## src/rtl/store_order_buf.sv

```systemverilog
module store_order_buf #(
  parameter int DEPTH = 8,
  parameter int AW    = 32,
  parameter int DW    = 64,
  localparam int TW   = (DEPTH > 1) ? $clog2(DEPTH) : 1
) (
  input  logic          clk,
  input  logic          rst_n,
  input  logic          st_valid,
  input  logic [AW-1:0] st_addr,
  input  logic [DW-1:0] st_data,
  input  logic          st_relaxed,
  output logic          st_full,
  input  logic          fence_req,
  output logic          fence_ack,
  output logic          mem_valid,
  input  logic          mem_ready,
  output logic [AW-1:0] mem_addr,
  output logic [DW-1:0] mem_data,
  output logic [TW-1:0] mem_tag,
  input  logic          cpl_valid,
  input  logic [TW-1:0] cpl_tag
);

  logic [DEPTH-1:0] vld, iss, rlx, elig, pick, cpl_vec;
  logic [DEPTH-1:0] older [DEPTH];
  logic [AW-1:0]    addr_q [DEPTH];
  logic [DW-1:0]    data_q [DEPTH];
  logic [TW-1:0]    free_tag, pick_tag, hold_tag;
  logic             hold_vld, accept, issue, ack_q, ack_done;

  assign cpl_vec = cpl_valid ? (DEPTH'(1) << cpl_tag) : '0;

  for (genvar i = 0; i < DEPTH; i++) begin : g_sel
    assign elig[i] = vld[i] & ~iss[i] & (rlx[i] | ~|older[i]);
    assign pick[i] = elig[i] & ~|(older[i] & elig);
  end

  always_comb begin
    free_tag = '0;
    pick_tag = '0;
    for (int i = DEPTH - 1; i >= 0; i--) begin
      if (!vld[i])  free_tag = TW'(i);
      if (pick[i])  pick_tag = TW'(i);
    end
  end

  assign st_full   = &vld;
  assign accept    = st_valid & ~st_full & ~fence_req;
  assign mem_valid = hold_vld | (|pick);
  assign mem_tag   = hold_vld ? hold_tag : pick_tag;
  assign mem_addr  = addr_q[mem_tag];
  assign mem_data  = data_q[mem_tag];
  assign issue     = mem_valid & mem_ready;
  assign fence_ack = ack_q;

  always_ff @(posedge clk) begin
    if (!rst_n) begin
      vld      <= '0;
      iss      <= '0;
      rlx      <= '0;
      hold_vld <= 1'b0;
      hold_tag <= '0;
      ack_q    <= 1'b0;
      ack_done <= 1'b0;
      for (int i = 0; i < DEPTH; i++) older[i] <= '0;
    end else begin
      hold_vld <= mem_valid & ~mem_ready;
      hold_tag <= mem_tag;
      if (issue) iss[mem_tag] <= 1'b1;
      for (int i = 0; i < DEPTH; i++) older[i] <= older[i] & ~cpl_vec;
      if (cpl_valid) begin
        vld[cpl_tag] <= 1'b0;
        iss[cpl_tag] <= 1'b0;
      end
      if (accept) begin
        vld[free_tag]   <= 1'b1;
        iss[free_tag]   <= 1'b0;
        rlx[free_tag]   <= st_relaxed;
        older[free_tag] <= vld & ~cpl_vec;
      end
      ack_q    <= fence_req & ~ack_done & ~ack_q & ~|(vld & rlx);
      ack_done <= fence_req & (ack_done | ack_q);
    end
  end

  always_ff @(posedge clk) begin
    if (accept) begin
      addr_q[free_tag] <= st_addr;
      data_q[free_tag] <= st_data;
    end
  end

endmodule


```

## config.mk

```make
export PLATFORM = sky130hd
export DESIGN_NAME = store_order_buf
export DESIGN_NICKNAME = d
export VERILOG_FILES = /design/src/rtl/store_order_buf.sv
export SDC_FILE = /design/constraint.sdc
export NUM_CORES = 1
export LEC_CHECK = 0
export ABC_AREA = 1
export BUFFER_PORTS_ARGS = -buffer_cell sky130_fd_sc_hd__buf_2
export CAP_MARGIN = 25
export CELL_PAD_IN_SITES_DETAIL_PLACEMENT = 0
export CELL_PAD_IN_SITES_GLOBAL_PLACEMENT = 2
export CORE_MARGIN = 3
export CORE_UTILIZATION = 36
export CTS_CLUSTER_DIAMETER = 200
export CTS_CLUSTER_SIZE = 16
export DETAILED_ROUTE_END_ITERATION = 8
export GPL_ROUTABILITY_DRIVEN = 1
export HOLD_SLACK_MARGIN = 0.08
export PLACE_DENSITY = 0.86
export SETUP_SLACK_MARGIN = 0.2
export SYNTH_ARGS = -nofsm -noshare
export SYNTH_HDL_FRONTEND = slang
export SYNTH_SLANG_ARGS = --single-unit
```

## constraint.sdc

```tcl
create_clock -name clk -period 7.3 [get_ports clk]
set_clock_uncertainty 0.15 [all_clocks]
set_input_delay 0.73 -clock clk [delete_from_list [all_inputs] [get_ports clk]]
set_output_delay 0.73 -clock clk [all_outputs]
set_load 0.005 [all_outputs]
```

# After elaboration in Yosys (flattened, before gate mapping)
# Memory sizes are Yosys's and may differ from the RTL's.
# Cells that the tools add are included.
classes:
  n_lt_le_gt_ge: 6
  shift: 1
  n_mux: 47
  n_bitwise: 89
  n_reduce_logical: 39
ops:
  columns: ["operator", "count"]
  rows:
  - ["bitwise AND 8 bit", 21]
  - ["OR reduction 8 bit", 18]
  - ["2-to-1 mux 8 bit", 17]
  - ["2-to-1 mux 3 bit", 17]
  - ["bitwise AND 1 bit", 32]
  - ["inverter 8 bit", 3]
  - ["bitwise OR 1 bit", 18]
  - ["zero test 1 bit", 17]
  - ["bitwise OR 8 bit", 2]
  - ["inverter 1 bit", 13]
  - ["< comparator 3 x 4 -> 1 bit, second input constant", 3]
  - ["demux 1 bit (select 3 bit)", 3]
  - [">= comparator 3 x 1 -> 1 bit, second input constant", 3]
  - ["2-to-1 mux 1 bit", 9]
  - ["bitwise mux 8 bit", 1]
  - ["AND reduction 8 bit", 1]
  - ["left shift 1 x 3 -> 8 bit, first input constant", 1]
  - ["logical AND 1 bit", 3]
word_totals:
  reg_bits: 30
  mem_bits_rw: 832
  out_inout_bits: 102
  elab_cells: 192
  memories: 3
memory_table:
  columns: ["memory", "words", "width", "read_ports", "rd_clocked_by_memory_dff", "write_ports", "line", "text"]
  rows:
  - ["data_q", 8, 64, 1, 0, 1, "28", "logic [DW-1:0] data_q [DEPTH];"]
  - ["addr_q", 8, 32, 1, 0, 1, "27", "logic [AW-1:0] addr_q [DEPTH];"]
  - ["older", 8, 8, 8, 0, 9, "26", "logic [DEPTH-1:0] older [DEPTH];"]

# Logic depth before layout (Yosys ltp)
logic_depth:
  ltp_word: 29
  mapped_depth: 24

# Least setup slack after synthesis
# No wires, ideal clock.
synth_timing:
  path_kind: "in2reg"
  startpoint: "input port st_valid"
  endpoint: "memory older[4][7]"
  t_arrival_ns: 6.855
  path_slack_ns: 0.160
  path_stages: 7
  path_buffers: 0
  cell_sequence: "inv_1 -> nor2_1 -> nand4_1 -> nor2_1 -> clkinv_1 -> nand3_1 -> o21ai_0"
synth_lines:
  columns: ["item", "line", "text"]
  rows:
  - ["start: declaration", "9", "input logic st_valid,"]
  - ["end: declaration", "26", null]

# Worst setup path in the final report
layout_timing:
  startpoint: "register vld[7]"
  endpoint: "output port mem_data[34]"
layout_via:
  elab_chain_cells: 16
layout_rtl:
  columns: ["item", "line", "text"]
  rows:
  - ["start: declaration", "25", "logic [DEPTH-1:0] vld, iss, rlx, elig, pick, cpl_vec;"]
  - ["start signal: assignment", "59", "vld <= '0;"]
  - ["start signal: indexed assignment", "73", "vld[cpl_tag] <= 1'b0;"]
  - ["start signal: indexed assignment", "77", "vld[free_tag] <= 1'b1;"]
  - ["bitwise AND 1 bit (*) (2 in series)", "35", "assign elig[i] = vld[i] & ~iss[i] & (rlx[i] | ~|older[i]);"]
  - ["bitwise AND 8 bit", "36", "assign pick[i] = elig[i] & ~|(older[i] & elig);"]
  - ["OR reduction 8 bit", "36", null]
  - ["zero test 1 bit", "36", null]
  - ["bitwise AND 1 bit", "36", null]
  - ["2-to-1 mux 3 bit (7 in series)", "44", "if (pick[i]) pick_tag = TW'(i);"]
  - ["2-to-1 mux 3 bit (*)", "44", null]
  - ["2-to-1 mux 3 bit (*)", "51", "assign mem_tag = hold_vld ? hold_tag : pick_tag;"]
  - ["memory (8 x 64 bit) (*)", null, null]
  - ["end: declaration", "19", "output logic [DW-1:0] mem_data,"]
# Mark *: on every way between the ends. The rest lies on a longest branch, timed or not.

==> out/metrics.yaml <==
logic_synthesis:
  synth_edf_count: 768
  ys_dominant_reg_cell: "edfxtp_1"
  synth_top_area_share: 0.6043
  yosys.area.top_type: "edfxtp_1"
  synthTopCellsByCount: "inv_1, nand3_1, nand2_1, edfxtp_1, nor2_1"
  syn_inst: 3985
  ys_top_cells_by_area: "edfxtp_1, nand3_1, inv_1"
  ys_ff_latch: 862
  synth.distinct_cells: 32
  async_reset_ff_frac: 0
  synth.avg_cell_area_um2: 9.576
  synth.yosys.seq_area_share: 0.6536
  synth.net_count: 4091
  ys_warn_count: 0
  synthMostInstantiatedCell: "inv_1"
  synth.cell_area_mm2: 0.03816
place:
  io_buffers: 207
  globalplace.congestion: 0.8349
  placed_cells_incl_taps: 5433
  detailed_place_hpwl_um: 54330
  placed_area_mm2: 0.04058
layout:
  multi_input_comb_area_mm2: 0.008504
  layout.filler_cells: 10150
  area_growth_pct: 10.75
  final_cell_area_mm2: 0.04226
  nets: 4221
  seqCellArea_mm2: 0.02494
  final-instance-count-excl-fill: 5533
  drive_gt1_frac: 0.08090
clocking:
  clock_sink_count: 862
  tritoncts_clock_tree: "yes"
  post_cts_resized: 0
  htreeDepth: 2
  post_cts_setup_driven_buffer_insertion_count: 0
  clk-insertion-delay-late_ns: 0.66
  clk_transition_reported_paths_ns: 0.08
  post_cts_hold_buffer_count: 0
  root_cell_of_the_clock_tree: "clkbuf_16"
  clockBufferDepth: 3
  number_of_buffers_created_by_cts: 59
sta:
  timing_hold_violations_final: 0
  rsz0062_at_grt: "false"
  fmax_mhz: 169.4
  fin_crit_sh: 0.8087
  worst-slew-pin-transition_ns: 1.434
  relative_slew_slack: 0.04405
  final-setup-viol-count: 0
  totalNegativeSetupSlack_ns: 0
  slew_violations: 0
  min_period_ns: 5.904
pwr:
  switching_share: 0.2221
  p_per_area_mw_per_mm2: 215.3
  ir_drop_mv: 0.2118
  p_comb_frac: 0.060
  leak_pwr_nw: 18.71
  power.share.clock: 0.345
  internal_power_mw: 7.077
  seq_power_share: 0.595
  switching_power_mw: 2.020
detailed_routing:
  dr.pass1.iters: 5
  first_iter_violations: 1762
  route.detailed.drc: 0
  antenna_left: 0
  wire_per_inst_um: 17.94
  detail_route.vias_per_cell: 4.605
  vias: 25480
  detail_route.wirelength_um: 99250
worst_hold_path:
  launch_point_of_the_worst_hold_path: "st_addr[25]"
  hold_end: "addr_q[3][25]$_DFFE_PP_"
  hold_path.class: "input pin to flip-flop"
  hold_depth: 1
critical_path:
  ff_to_ff_end: "iss[6]$_SDFF_PN0_"
  r2r-start: "vld[7]$_SDFF_PN0_"
  cp-start-kind: "flip-flop"
  arrival_ns: 5.02
  cp-startpoint: "vld[7]$_SDFF_PN0_"
  critPathRequiredTime_ns: 6.42
  cp-end-kind: "output port"
  cp_max_fo: 90
  critical_path_class: "flip-flop to output port"
  worst_r2r_path_depth: 18
  worst_setup_slack_for_register_to_register_paths_ns: 3.07
die:
  initial_utilization: 0.3656
  die_w_um: 331.6
  fp.dieH_um: 331.6
  row_count: 118
  top_level_ports: 208
  core_area_mm2: 0.1044
  die_area_mm2: 0.1099
global_route:
  grt_pass1_vias: 24090
  maximum_number_of_pins_on_one_net_before_global_route_repair: 209
  grt_usage: 0.1770
  grt_pass1_wl_um: 150900
  antenna_found_initial: 18
  globalRouteOverflowTotal: 0
outcome:
  outcome: "finished clean"
run:
  drv_cap: 0
[cells by family (layout without fill, tap and decap cells)]
kind of cell	after synthesis	count (layout)	share of synthesized area
other cells	0	12	0
flops	862	862	0.6536
buf+inv	1222	1378	0.1250
simple gates	1796	1796	0.2064
compound gates	105	105	0.01489
[power groups by stage]
| stage | combinational [mW] | sequential [mW] | clock (mW) |
|---|---|---|---|
| 2_1_floorplan | 0.277 | 5.53 | 0 |
| 3_3_place_gp | 0.550 | 5.53 | 0 |
| 3_5_place_dp | 0.554 | 5.53 | 0 |
| 4_1_cts | 0.556 | 5.42 | 3.23 |
| 5_1_grt | 0.611 | 5.42 | 3.41 |
| 6_report | 0.542 | 5.42 | 3.14 |
[how the worst max path moves through the flow]
| stage | cells past startpoint | endpoint | slack, ns |
|---|---|---|---|
| after floorplan | 7 | older[4][7]$_DFF_P_ | 0.16 |
| after global placement | 21 | mem_data[36] | 2.08 |
| after detailed placement | 21 | mem_addr[7] | 2.12 |
| after CTS | 21 | mem_data[36] | 1.37 |
| after global routing | 21 | mem_data[36] | 0.99 |
| final | 21 | mem_data[34] | 1.40 |
[state kept, by name, indices dropped and copies added (netlist names)]
signal     cells
older         64
vld            8
hold_tag       3
iss            8
addr_q       256
rlx            8
hold_vld       1
data_q       512
fence_ack      1
ack_done       1
[layout make-up]
cell class	count	share of cell area
Antenna cell	12	0.0007105
Tap cell	1380	0.04085
Clock inverter	2	0.0005921
Sequential cell	862	0.5902
Timing Repair Buffer	244	0.03487
Inverter	1047	0.09358
Clock buffer	85	0.03798
Multi-Input combinational cell	1901	0.2012
[worst max-delay path, cell delays in order (launching register included)]
cell and delay (ns):
dfxtp_1 0.34, inv_1 0.09, nor2_1 0.54, nand3_1 0.15
nor2_1 0.21, nand2_1 0.09, nor2_2 0.11, nand2_1 0.06
nand2_1 0.06, nand2_1 0.05, nand2_1 0.05, nand2_1 0.04
nand2_1 0.14, nand2_8 0.35, nand2_4 0.85, buf_4 0.49
nand2_1 0.10, nand3_1 0.08, nand2_1 0.06, inv_1 0.05
nand2_1 0.10, buf_2 0.15
[metrics by stage]
step	power [mW]	setup slack, ns	utilization	hold WS, ns
global route	9.443	0.9932	0.4047	0.1437
global placement	6.078	2.081	0.3882	0.2911
finish	9.098	1.396	0.4049	0.1789
detailed placement	6.084	2.116	0.3887	0.2916
floorplan	5.810	0.1598	-	0.2719
CTS	9.204	1.373	0.4043	0.1247
[routing by layer]
metal	wire length, um	GRT usage
met1	46140	0.2498
met2	46800	0.2907
met3	4966	0.02919
met4	1315	0.03172
met5	27	0
[placed cells by master (no fill, tap or decap), types with 2 or more instances in the layout]
| cell | synthesis | layout |
|---|---|---|
| o21ai_1 | 7 | 7 |
| nor2_4 | 2 | 6 |
| edfxtp_1 | 768 | 768 |
| inv_4 | 0 | 2 |
| nand3_1 | 855 | 855 |
| a21oi_1 | 17 | 17 |
| dfxtp_1 | 94 | 94 |
| nand2_4 | 0 | 2 |
| buf_16 | 0 | 3 |
| inv_6 | 0 | 5 |
| diode_2 | 0 | 12 |
| o21ai_0 | 68 | 68 |
| inv_1 | 1033 | 1029 |
| a31oi_1 | 3 | 3 |
| o32ai_1 | 2 | 2 |
| buf_4 | 10 | 26 |
| nand2_1 | 806 | 804 |
| nand4_1 | 8 | 8 |
| o22ai_1 | 2 | 2 |
| clkbuf_16 | 0 | 60 |
| clkbuf_1 | 90 | 24 |
| clkinv_1 | 5 | 5 |
| a2111oi_0 | 2 | 2 |
| nor2_1 | 115 | 111 |
| nor3_1 | 4 | 4 |
| inv_2 | 9 | 7 |
| buf_2 | 52 | 207 |
| buf_12 | 0 | 8 |
(Power assumes the default switching activity.)
